<file path="src/rtl/ramp_adc_pkg.sv">
package ramp_adc_pkg;
    localparam int ADC_W = 8;
    localparam int ROW_W = 6;
    localparam int AGREE_N = 4;

    typedef enum logic {PH_IDLE = 1'b0, PH_RAMP = 1'b1} phase_t;
endpackage

</file>
<file path="src/rtl/ramp_adc_seq.sv">
module ramp_adc_seq
    import ramp_adc_pkg::*;
#(
    parameter int W = ADC_W
) (
    input  logic         clk,
    input  logic         rst_n,
    input  logic         start_i,
    input  logic         trip_i,
    output logic [W-1:0] ramp_o,
    output logic         cap_vld_o,
    output logic [W-1:0] cap_code_o,
    output logic         done_o,
    output logic [W-1:0] code_o
);
    localparam logic [W-1:0] STEP_MAX = {W{1'b1}};

    typedef struct packed {
        phase_t       ph;
        logic [W-1:0] step;
        logic         done;
        logic [W-1:0] code;
    } seq_t;

    seq_t s_d, s_q;
    logic cap_d;

    always_comb begin
        s_d = s_q;
        s_d.done = 1'b0;
        cap_d = 1'b0;
        case (s_q.ph)
            PH_IDLE: begin
                if (start_i) begin
                    s_d.ph = PH_RAMP;
                    s_d.step = '0;
                end
            end
            default: begin
                if (trip_i || s_q.step == STEP_MAX) begin
                    cap_d = 1'b1;
                    s_d.code = s_q.step;
                    s_d.done = 1'b1;
                    s_d.ph = PH_IDLE;
                end else begin
                    s_d.step = s_q.step + 1'b1;
                end
            end
        endcase
    end

    always_ff @(posedge clk or negedge rst_n) begin
        if (!rst_n) begin
            s_q <= '{ph: PH_IDLE, step: '0, done: 1'b0, code: '0};
        end else begin
            s_q <= s_d;
        end
    end

    assign ramp_o = s_q.step;
    assign cap_vld_o = cap_d;
    assign cap_code_o = s_q.step;
    assign done_o = s_q.done;
    assign code_o = s_q.code;


    ramp_step_chk: assert property (@(posedge clk) disable iff (!rst_n)
        (s_q.ph == PH_RAMP && !trip_i && s_q.step != STEP_MAX)
        |=> (ramp_o == $past(ramp_o) + 1'b1));


    trip_capture_chk: assert property (@(posedge clk) disable iff (!rst_n)
        (s_q.ph == PH_RAMP && trip_i) |=> (done_o && code_o == $past(ramp_o)));


    done_pulse_chk: assert property (@(posedge clk) disable iff (!rst_n)
        done_o |=> !done_o);
endmodule

</file>
<file path="src/rtl/ramp_adc_filter.sv">
module ramp_adc_filter
    import ramp_adc_pkg::*;
#(
    parameter int W = ADC_W,
    parameter int RW = ROW_W,
    parameter int MATCH_N = AGREE_N
) (
    input  logic          clk,
    input  logic          rst_n,
    input  logic          cap_vld_i,
    input  logic [W-1:0]  cap_code_i,
    input  logic          bypass_i,
    input  logic          chan_i,
    output logic          chan_o,
    output logic [W-1:0]  res_o,
    output logic [RW-1:0] row_o,
    output logic          upd_o
);
    localparam int CW = $clog2(MATCH_N + 1);

    typedef struct packed {
        logic          chan;
        logic [CW-1:0] cnt;
        logic [RW-1:0] prev;
        logic          valid;
        logic [W-1:0]  res;
        logic          upd;
    } flt_t;

    flt_t f_d, f_q;
    logic [RW-1:0] hi_d;
    logic [CW-1:0] next_cnt_d;

    always_comb begin
        f_d = f_q;
        f_d.upd = 1'b0;
        f_d.chan = chan_i;
        hi_d = cap_code_i[W-1 -: RW];
        next_cnt_d = (f_q.valid && hi_d == f_q.prev) ? f_q.cnt + 1'b1 : CW'(1);
        if (chan_i != f_q.chan) begin
            f_d.cnt = '0;
            f_d.valid = 1'b0;
        end else if (cap_vld_i) begin
            if (bypass_i) begin
                f_d.res = cap_code_i;
                f_d.upd = 1'b1;
                f_d.cnt = '0;
                f_d.valid = 1'b0;
            end else begin
                f_d.prev = hi_d;
                f_d.valid = 1'b1;
                if (next_cnt_d == CW'(MATCH_N)) begin
                    f_d.res = cap_code_i;
                    f_d.upd = 1'b1;
                    f_d.cnt = '0;
                end else begin
                    f_d.cnt = next_cnt_d;
                end
            end
        end
    end

    always_ff @(posedge clk or negedge rst_n) begin
        if (!rst_n) begin
            f_q <= '{chan: 1'b0, cnt: '0, prev: '0, valid: 1'b0, res: '0, upd: 1'b0};
        end else begin
            f_q <= f_d;
        end
    end

    assign chan_o = f_q.chan;
    assign res_o = f_q.res;
    assign row_o = f_q.res[W-1 -: RW];
    assign upd_o = f_q.upd;


    agree_bound_chk: assert property (@(posedge clk) disable iff (!rst_n)
        f_q.cnt < CW'(MATCH_N));


    hold_result_chk: assert property (@(posedge clk) disable iff (!rst_n)
        !upd_o |-> $stable(res_o));


    chan_clear_chk: assert property (@(posedge clk) disable iff (!rst_n)
        (chan_i != chan_o) |=> (f_q.cnt == '0 && !upd_o));
endmodule

</file>
<file path="src/rtl/ramp_adc.sv">
module ramp_adc
    import ramp_adc_pkg::*;
#(
    parameter int W = ADC_W,
    parameter int RW = ROW_W,
    parameter int MATCH_N = AGREE_N
) (
    input  logic          clk,
    input  logic          rst_n,
    input  logic          conv_start,
    input  logic          cmp_trip,
    input  logic          filt_off,
    input  logic          chan_sel,
    output logic [W-1:0]  ramp_code,
    output logic          sense_sel,
    output logic          conv_done,
    output logic [W-1:0]  conv_code,
    output logic [W-1:0]  result,
    output logic [RW-1:0] row_idx,
    output logic          result_upd
);
    logic         cap_vld;
    logic [W-1:0] cap_code;

    ramp_adc_seq #(.W(W)) u_seq (
        .clk(clk), .rst_n(rst_n), .start_i(conv_start), .trip_i(cmp_trip),
        .ramp_o(ramp_code), .cap_vld_o(cap_vld), .cap_code_o(cap_code),
        .done_o(conv_done), .code_o(conv_code)
    );

    ramp_adc_filter #(.W(W), .RW(RW), .MATCH_N(MATCH_N)) u_flt (
        .clk(clk), .rst_n(rst_n), .cap_vld_i(cap_vld), .cap_code_i(cap_code),
        .bypass_i(filt_off), .chan_i(chan_sel), .chan_o(sense_sel),
        .res_o(result), .row_o(row_idx), .upd_o(result_upd)
    );


    upd_with_done_chk: assert property (@(posedge clk) disable iff (!rst_n)
        result_upd |-> conv_done);
endmodule

</file>
<file path="config.mk">
export PLATFORM = sky130hd
export DESIGN_NAME = ramp_adc
export DESIGN_NICKNAME = d
export VERILOG_FILES = /design/src/rtl/ramp_adc_pkg.sv /design/src/rtl/ramp_adc_seq.sv /design/src/rtl/ramp_adc_filter.sv /design/src/rtl/ramp_adc.sv
export SDC_FILE = /design/constraint.sdc
export NUM_CORES = 1
export LEC_CHECK = 0
export ABC_AREA = 1
export ABC_CLOCK_PERIOD_IN_PS = 1600
export CAP_MARGIN = 10
export CORE_MARGIN = 2
export CORE_UTILIZATION = 46
export CTS_BUF_LIST = sky130_fd_sc_hd__clkbuf_4 sky130_fd_sc_hd__clkbuf_8 sky130_fd_sc_hd__clkbuf_16
export DETAILED_ROUTE_END_ITERATION = 10
export HOLD_SLACK_MARGIN = 0.1
export PLACE_DENSITY_LB_ADDON = 0.25
export SETUP_SLACK_MARGIN = 0.15
export SYNTH_ARGS = -nofsm -noshare
export SYNTH_HDL_FRONTEND = slang
export SYNTH_SLANG_ARGS = --single-unit
</file>
<file path="constraint.sdc">
create_clock -name clk -period 1.6 [get_ports clk]
set_clock_uncertainty 0.15 [all_clocks]
set_input_delay 0.4 -clock clk [delete_from_list [all_inputs] [get_ports clk]]
set_output_delay 0.4 -clock clk [all_outputs]
set_load 0.03 [all_outputs]
</file>
==> results of run 1 <==
## metal layers
layer  global-route usage [%]  up-vias  share of wire, %
li1                         -      876                 -
met1                     24.2      905                39
met2                     34.7       71                52
met3                     5.23       23               5.3
met4                     9.40        0               4.0
met5                        0        -                 0
## registers in the layout, summed over array words and instances, names as in the netlist
signal and cells:
u_seq.done_o 1, u_flt.f_q 10, u_seq.code_o 8, u_seq.cap_code_o 8, u_flt.res_o 8, u_flt.upd_o 1, u_seq.s_q 1, u_flt.chan_o 1
## through the flow
| step | area (um2) | power, uW | cells | setup slack [ns] |
|---|---|---|---|---|
| 2_1_floorplan | 2010 | 1800 | 232 | -0.101 |
| 3_3_place_gp | 2450 | 2040 | 322 | -0.186 |
| 3_5_place_dp | 2450 | 2050 | 322 | -0.243 |
| 4_1_cts | 2680 | 2780 | 347 | -0.166 |
| 5_1_grt | 3060 | 3120 | 367 | -0.442 |
| 6_report | 3060 | 2990 | 367 | -0.378 |
## cell families (layout without fill, tap and decap cells)
logic type | Yosys count | in the layout | synth area share, %
AOI/OAI and AO/OA | 29 | 29 | 8.00
and+or+nand+nor | 96 | 98 | 22.2
adders and majority gates | 2 | 2 | 1.26
xor gates and xnor gates | 6 | 6 | 2.64
DFF | 38 | 38 | 47.9
buffers and inverters | 61 | 144 | 18.1
## critical path, cell delays in order, from the launching register on
cell and delay (ns):
dfrtp_1 0.41, ha_4 0.17, nand3_4 0.10, nor2_4 0.14
nand2_4 0.08, o21bai_4 0.18, nand2_4 0.13, nor2_4 0.24
buf_6 0.15, nand2_2 0.05, o21ai_1 0.09
## power groups by stage
| stage | registers, uW | logic, uW | clock network, uW |
|---|---|---|---|
| after floorplan | 1180 | 622 | 0 |
| after global placement | 1170 | 869 | 0 |
| after detailed placement | 1170 | 882 | 0 |
| after CTS | 1150 | 913 | 715 |
| after global routing | 1190 | 1170 | 762 |
| final | 1170 | 1100 | 717 |
## area by class of cell
class	instances	area [um2]
clock inverters	1	5.00
flip-flops and latches	38	957
fillers	283	1020
repair buffers	110	971
inverters	26	105
multi-input cells	135	871
well taps	50	62.6
clock buffers	7	90.1
## how the worst max path moves through the flow
stage	startpoint	end	slack [ns]	cells after the start
floorplan	u_seq.cap_code_o[0]	u_seq.cap_code_o[5]	-0.10	11
global placement	chan_sel	u_flt.res_o[7]	-0.19	6
detailed placement	chan_sel	u_flt.f_q[14]	-0.24	7
CTS	u_seq.cap_code_o[1]	u_flt.f_q[14]	-0.17	10
global route	u_seq.cap_code_o[1]	u_seq.code_o[2]	-0.44	11
finish	u_seq.cap_code_o[1]	u_flt.f_q[10]	-0.38	10
## cell usage in the layout (no fill, tap or decap), types with 2 or more instances in the layout
cell and n:
nand3_2 3, nand3_1 2, inv_2 8, dfrtp_2 5
nand2_4 5, inv_1 16, buf_12 3, o21ai_0 2
clkdlybuf4s50_1 4, nand4_1 10, clkbuf_8 6, nand3_4 3
nor2_1 5, o21ai_2 13, buf_2 14, nor2_4 3
dfrtp_1 33, nand2_1 47, buf_6 30, clkbuf_4 3
a21oi_1 2, o21ai_1 10, nand2_2 18, buf_4 55
xor2_1 5
## what timing repair did
action                                  4_1_cts  5_1_grt
hold buffers                                  1        0
setup buffers                                14       18
endpoints found under the hold margin        13        0
gates resized for setup                     110       70
pin swaps                                     1       20
endpoints found under the setup margin       62       53
gates cloned                                  2        2
==> impl_metrics.toml, run 1 <==
[critical_path]
r2r-start = "u_seq.cap_code_o[1]"
worstPathMaxFanout = 5
start_kind = "register"
worst_ep_arrival_time_ns = 2.05
end_kind = "register"
reg2reg_to = "u_flt.f_q[10]"
reg2regPathDepth = 10
required_ns = 1.67
critPathKind = "register to register"
reg2reg_slack_ns = -0.38

[detailed_routing]
drc = 0
drt_wl_total_um = 5650
route.antenna.remaining_nets = 0
vias = 1875
vias_per_cell = 5.11
drt_iter0_drc = 125
dr.pass1.iters = 4
wl_per_cell_um = 15.4

[clock_network]
numCtsBuffers = 5
clkLatencyLatePin_ns = 0.30
cts_tree = "yes"
htreeDepth = 2
cts.sinks = 38
clk_pin_slew_ns = 0.08
clockBufferDepth = 2
cts-root-buf = "clkbuf_8"

[die]
io_pins = 39
fp.dieW_um = 69.7
core.rowCount = 23
initial_core_util_pct = 48.6
fp.dieH_um = 69.7
design.core.area_um2 = 4090
die_area_um2 = 4860

[synthesis]
synth_cells = 232
synth_top_area_share_pct = 47.9
ys_seq_elements = 38
ys_types = 26
yosys_warnings = 0
yosysMostFrequentCell = "nand2_1"
synth_area_um2 = 1990
yosysTopAreaCell = "dfrtp_1"
synthTopCellsByCount = "nand2_1 (65), dfrtp_1 (38), buf_4 (30), inv_1 (22), o21ai_0 (14)"
async_flop_share_pct = 100
synthFlopType = "dfrtp_1"
syn_nets = 240
synthTopCellsByArea = "dfrtp_1 (48%), nand2_1 (12%), buf_4 (11%), inv_1 (4.2%), o21ai_0 (3.5%)"
ys_seq_area_share_pct = 47.9
synth_area_per_cell_um2 = 8.56
synth_edf_count = 0

[timing]
slew_headroom_pct = 76.3
drv_slew = 0
worstMarginPinSlew_ns = 0.356
rsz0062_at_grt = "true"
fin_hold_ws_ns = 0.324
setup_slack_ns = -0.378
min_period_over_period_pct = 124
setup_tns_ns = -10.40
fin_crit_ns = 1.98
final_hold_viol_count = 0
fmaxAchievable_mhz = 506
setup_viol = 42

[grt]
grt_pass1_vias = 1746
grt_usage_pct = 20.4
grt_max_degree = 26
grt_pass1_wl_um = 7880
antenna_found_initial = 0
gr-total-overflow = 0

[status]
run_status = "finished, violations left"
violations = "setup timing"

[placed_design]
place.gp.congestion = 0.823
io_buffers = 38
dp_hpwl_um = 3080

[min_path]
hold_path.class = "register to register"
min_to = "u_flt.res_o[0]"
worst_hold_path.num_cells = 2
min_from = "u_flt.res_o[0]"

[layout]
area_growth_syn_to_layout_pct = 54.1
nNetsFinal = 324
drive_above_1_share_pct = 56.2
finish.utilization_pct = 74.9
antennaDiodeCount = 0

[power]
cellPowerDensity_nw_per_um2 = 976
leakage_uw = 0.00159
comb_power_share_pct = 36.7
vdd_ir_drop_max_uv = 496
seq_power_share_pct = 39.2
power.share.switching_pct = 36.1
p_int_uw = 1910
power.switching_uw = 1080
p_clk_share_pct = 24.0

[flow_run]
cap_viol_max_count = 0
No activity file was read; power rests on OpenSTA's default activity.
==> run 2: changes to the inputs <==
--- a/config.mk
+++ b/config.mk
@@ -8,6 +8,7 @@
 export ABC_AREA = 1
 export ABC_CLOCK_PERIOD_IN_PS = 1600
 export CAP_MARGIN = 10
+export CORE_ASPECT_RATIO = 0.7
 export CORE_MARGIN = 2
 export CORE_UTILIZATION = 46
 export CTS_BUF_LIST = sky130_fd_sc_hd__clkbuf_4 sky130_fd_sc_hd__clkbuf_8 sky130_fd_sc_hd__clkbuf_16
==> run 2 against run 1 <==
  * Total power increased by 10%
  * Hold slack improved by 0.020 ns
  * Global-route usage increased by 1.1 points
  * Count of clock-buffer cells in the layout decreased by 2
  * The run still ends with setup timing left
  * Fmax increased by 6.7%
  * Non-clock buffer count decreased by 2
  * Routed wire length decreased by 4.1%
  * Critical endpoint is now u_flt.res_o[3]
  * Final cell count unchanged
  * First-iteration DRC count unchanged
==> impl_metrics.toml, run 2 (synthesis results as in run 1) <==
[timing]
min_period_over_period_pct = 116
drv_slew = 0
fmaxAchievable_mhz = 539
worstMarginPinSlew_ns = 0.361
setup_viol = 43
setup_slack_ns = -0.254
slew_headroom_pct = 75.9
final_hold_viol_count = 0
rsz0062_at_grt = "true"
fin_hold_ws_ns = 0.344
fin_crit_ns = 1.85

[layout]
largest_register = "u_flt.f_q"
drive_above_1_share_pct = 51.4
antennaDiodeCount = 0
stdcell_count = 367
largest_register_ffs = 10
area_growth_syn_to_layout_pct = 54.5
mostFrequentLayoutCell = "buf_4"
nNetsFinal = 322
final_cell_mix = "buf_4 (62), nand2_1 (52), buf_6 (33), dfrtp_1 (33), inv_1 (19)"

[clock_network]
clk_pin_slew_ns = 0.08
clockBufferDepth = 2
cts_tree = "yes"
clkLatencyLatePin_ns = 0.29
cts.sinks = 38
numCtsBuffers = 5
cts-root-buf = "clkbuf_8"
htreeDepth = 2

[grt]
gr-total-overflow = 0
grt_usage_pct = 21.5
grt_pass1_wl_um = 7800
antenna_found_initial = 0
grt_pass1_vias = 1690
grt_max_degree = 25

[power]
vdd_ir_drop_max_uv = 754
leakage_uw = 0.00156
cellPowerDensity_nw_per_um2 = 1070

[min_path]
min_from = "u_flt.res_o[1]"
hold_path.class = "register to register"

[die]
design.core.area_um2 = 4040
initial_core_util_pct = 49.2
io_pins = 39
core.rowCount = 19
fp.dieW_um = 82.6
die_area_um2 = 4870
fp.dieH_um = 59.0

[critical_path]
required_ns = 1.64
worst_ep_arrival_time_ns = 1.90
start_kind = "register"
r2r-start = "u_seq.cap_code_o[5]"
crit_path_start = "u_seq.cap_code_o[5]"
worstPathMaxFanout = 5
critPathKind = "register to register"
end_kind = "register"

[detailed_routing]
drt_wl_total_um = 5420
drt_iter0_drc = 125
vias = 1803
vias_per_cell = 4.91
wl_per_cell_um = 14.8
dr.pass1.iters = 4
drc = 0
route.antenna.remaining_nets = 0

[placed_design]
dp_slack_ns = -0.265
place_inst = 327
dp_hpwl_um = 3140
place.gp.congestion = 0.785
io_buffers = 38

[status]
run_status = "finished, violations left"
violations = "setup timing"

[flow_run]
cap_viol_max_count = 0
## run 2: final timing paths
path | to | slack (ns) | cells after the start
worst max-delay path | u_flt.res_o[3] | -0.25 | 10
worst min-delay path | u_flt.res_o[1] | 0.34 | 2
worst max register to register | u_flt.res_o[3] | -0.25 | 10
worst min register to register | u_flt.res_o[1] | 0.34 | 2
max in group asynchronous | u_seq.cap_code_o[5] | 0.44 | 3
min in group asynchronous | u_seq.code_o[6] | 0.39 | 2
## run 2: critical path, stage by stage, from the launching register on
cell     delay [ns]
dfrtp_2        0.45
nand2_2        0.08
nand2_1        0.06
nor2_1         0.13
nand2_1        0.08
nor2_2         0.12
nand4_1        0.18
nand2_4        0.19
nand3_4        0.14
nand2_1        0.11
nand2_1        0.05
## run 2: final cells by class
class | count | area [um2]
Sequential cell | 38 | 957
Clock buffer | 5 | 68.8
Multi-Input combinational cell | 135 | 848
Fill cell | 275 | 971
Timing Repair Buffer | 108 | 952
Clock inverter | 3 | 68.8
Tap cell | 52 | 65.1
Inverter | 26 | 110
## run 2: power by group
part	switching, uW	internal, uW	total (uW)
clock network	361	625	986
registers	91.4	1080	1170
logic	638	499	1140
## run 2: per-stage QoR
stage                     util, %  power, uW  setup TNS [ns]  instance area [um2]
after floorplan                 -       1800           -1.85                 2010
after CTS                    69.6       3130           -4.56                 2810
after global placement       60.5       2040           -6.08                 2440
after detailed placement     60.5       2050           -7.32                 2440
after global routing         76.0       3450           -9.99                 3070
final                        76.0       3300           -6.97                 3070
## run 2: metal layers
metal  part of all wire (%)  track usage [%]  up-vias
li1                       -                -      870
met1                     42             29.5      858
met2                     50             36.1       62
met3                    5.9             4.12       13
met4                    2.0             4.45        0
met5                      0                0        -
## run 2: repair_timing
item	4_1_cts	5_1_grt
hold endpoints to repair	14	0
buffers inserted	14	15
setup endpoints to repair	60	58
cloned	2	0
hold buffers	1	0
pin swaps	6	13
resized for setup	113	58
==> run 3: changes to the inputs <==
--- a/config.mk
+++ b/config.mk
@@ -16,6 +16,7 @@
 export HOLD_SLACK_MARGIN = 0.1
 export PLACE_DENSITY_LB_ADDON = 0.25
 export SETUP_SLACK_MARGIN = 0.15
+export SKIP_LAST_GASP = 1
 export SYNTH_ARGS = -nofsm -noshare
 export SYNTH_HDL_FRONTEND = slang
 export SYNTH_SLANG_ARGS = --single-unit
==> run 3 against run 2 <==
  * The flow still finishes with violations (setup timing)
  * Via count shrank 0.11%
  * Clock power barely moved
  * Design area down 0.41%
  * Global-route usage hardly changed
  * Non-clock buffer count unchanged
  * Routed wire length decreased by 0.96%
  * Critical endpoint is now u_seq.cap_code_o[7]
  * Largest cell class unchanged
==> impl_metrics.toml, run 3 (synthesis results as in run 1) <==
[flow_run]
cap_viol_max_count = 0

[status]
violations = "setup timing"
run_status = "finished, violations left"

[die]
initial_core_util_pct = 49.2
io_pins = 39
die_area_um2 = 4870
design.core.area_um2 = 4040
fp.dieH_um = 59.0
core.rowCount = 19
fp.dieW_um = 82.6

[grt]
grt_usage_pct = 21.5
grt_pass1_wl_um = 7780
antenna_found_initial = 0
gr-total-overflow = 0
grt_max_degree = 25
grt_pass1_vias = 1687

[detailed_routing]
route.antenna.remaining_nets = 0
vias = 1801
drt_wl_total_um = 5370
drc = 0
vias_per_cell = 4.91
wl_per_cell_um = 14.6
drt_iter0_drc = 124
dr.pass1.iters = 4

[layout]
nNetsFinal = 322
antennaDiodeCount = 0
drive_above_1_share_pct = 51.1
final-seq-area_um2 = 957
area_growth_syn_to_layout_pct = 53.9
largest_register_ffs = 10
largest_register = "u_flt.f_q"
fillers = 273
mostFrequentLayoutCell = "buf_4"
multi_input_area_um2 = 845
final_cell_mix = "buf_4 (61), nand2_1 (52), dfrtp_1 (33)"

[clock_network]
numCtsBuffers = 5
cts.sinks = 38
clk_pin_slew_ns = 0.08
cts-root-buf = "clkbuf_8"
clkLatencyLatePin_ns = 0.29
htreeDepth = 2
clockBufferDepth = 2
cts_tree = "yes"

[timing]
fin_crit_ns = 1.84
slew_headroom_pct = 75.9
drv_slew = 0
setup_slack_ns = -0.235
rsz0062_at_grt = "true"
worstMarginPinSlew_ns = 0.362
final_hold_viol_count = 0
setup_viol = 43
fin_hold_ws_ns = 0.334
fmaxAchievable_mhz = 545
min_period_over_period_pct = 115

[power]
vdd_ir_drop_max_uv = 749
leakage_uw = 0.00156
finalPower_uw = 3280
cellPowerDensity_nw_per_um2 = 1070

[placed_design]
dp_slack_ns = -0.265
dp_hpwl_um = 3140
io_buffers = 38
place.gp.congestion = 0.785

[critical_path]
worstPathMaxFanout = 6
worst_ep_arrival_time_ns = 1.90
required_ns = 1.66
critPathKind = "register to register"
end_kind = "register"
start_kind = "register"

[min_path]
hold_path.class = "register to register"
[run 3: cell types whose count changed in the layout (fill, tap and decap cells not counted)]
cell     before  now
o21ai_1      13   14
buf_4        62   61
o21ai_2      10    9
buf_6        33   32
buf_2         6    8
[run 3: stage by stage]
step                      instance area (um2)  util [%]  std cells  setup TNS, ns
after global placement                   2440      60.5        327          -6.08
after detailed placement                 2440      60.5        327          -7.32
after global routing                     3060      75.7        367         -10.00
final                                    3060      75.7        367          -7.03
after floorplan                          2010         -        232          -1.85
after CTS                                2810      69.6        352          -4.61
[run 3: routing by layer]
layer / global-route usage [%] / up-vias / routed length (um)
li1: - / 873 / -
met1: 29.5 / 859 / 2320
met2: 35.9 / 59 / 2670
met3: 4.12 / 10 / 294
met4: 4.45 / 0 / 87
met5: 0 / - / 0
[run 3: final timing paths]
check | from | to | slack, ns | cells past startpoint
min | u_flt.res_o[1] | u_flt.res_o[1] | 0.33 | 2
min in group asynchronous | rst_n | u_seq.code_o[6] | 0.39 | 2
max in group asynchronous | rst_n | u_seq.cap_code_o[5] | 0.44 | 3
min reg2reg | u_flt.res_o[1] | u_flt.res_o[1] | 0.33 | 2
max | u_seq.cap_code_o[0] | u_seq.cap_code_o[7] | -0.24 | 11
max reg2reg | u_seq.cap_code_o[0] | u_seq.cap_code_o[7] | -0.24 | 11
[run 3: worst max-delay path, stage by stage, from the launching register on]
cell,delay [ns]
dfrtp_1,0.40
ha_4,0.18
nand3_4,0.09
nor2_4,0.11
nand2_2,0.09
o21bai_4,0.13
buf_4,0.14
nor2_4,0.03
inv_2,0.10
buf_4,0.13
nand2_4,0.08
o21ai_1,0.13
[run 3: what timing repair did]
item | in CTS | in global routing
gates cloned | 2 | 0
gates resized for setup | 108 | 56
setup buffers | 14 | 15
hold endpoints to repair | 14 | 0
pin swaps | 6 | 12
hold buffers | 1 | 0
setup endpoints to repair | 60 | 58
[run 3: area by class of cell]
| cell class | count | share of cell area, % |
|---|---|---|
| multi-input combinational | 135 | 27.6 |
| clock buffer | 5 | 2.25 |
| sequential | 38 | 31.3 |
| timing repair buffer | 108 | 30.9 |
| inverter | 26 | 3.60 |
| tap | 52 | 2.13 |
| clock inverter | 3 | 2.25 |
[run 3: report_power, final]
part / internal [uW] / leakage, uW / switching (uW) / total [uW]
Combinational: 486 / 0.000983 / 634 / 1120
Clock: 625 / 0.0000683 / 361 / 986
Sequential: 1080 / 0.000507 / 89.4 / 1170
Total: 2190 / 0.00156 / 1080 / 3280
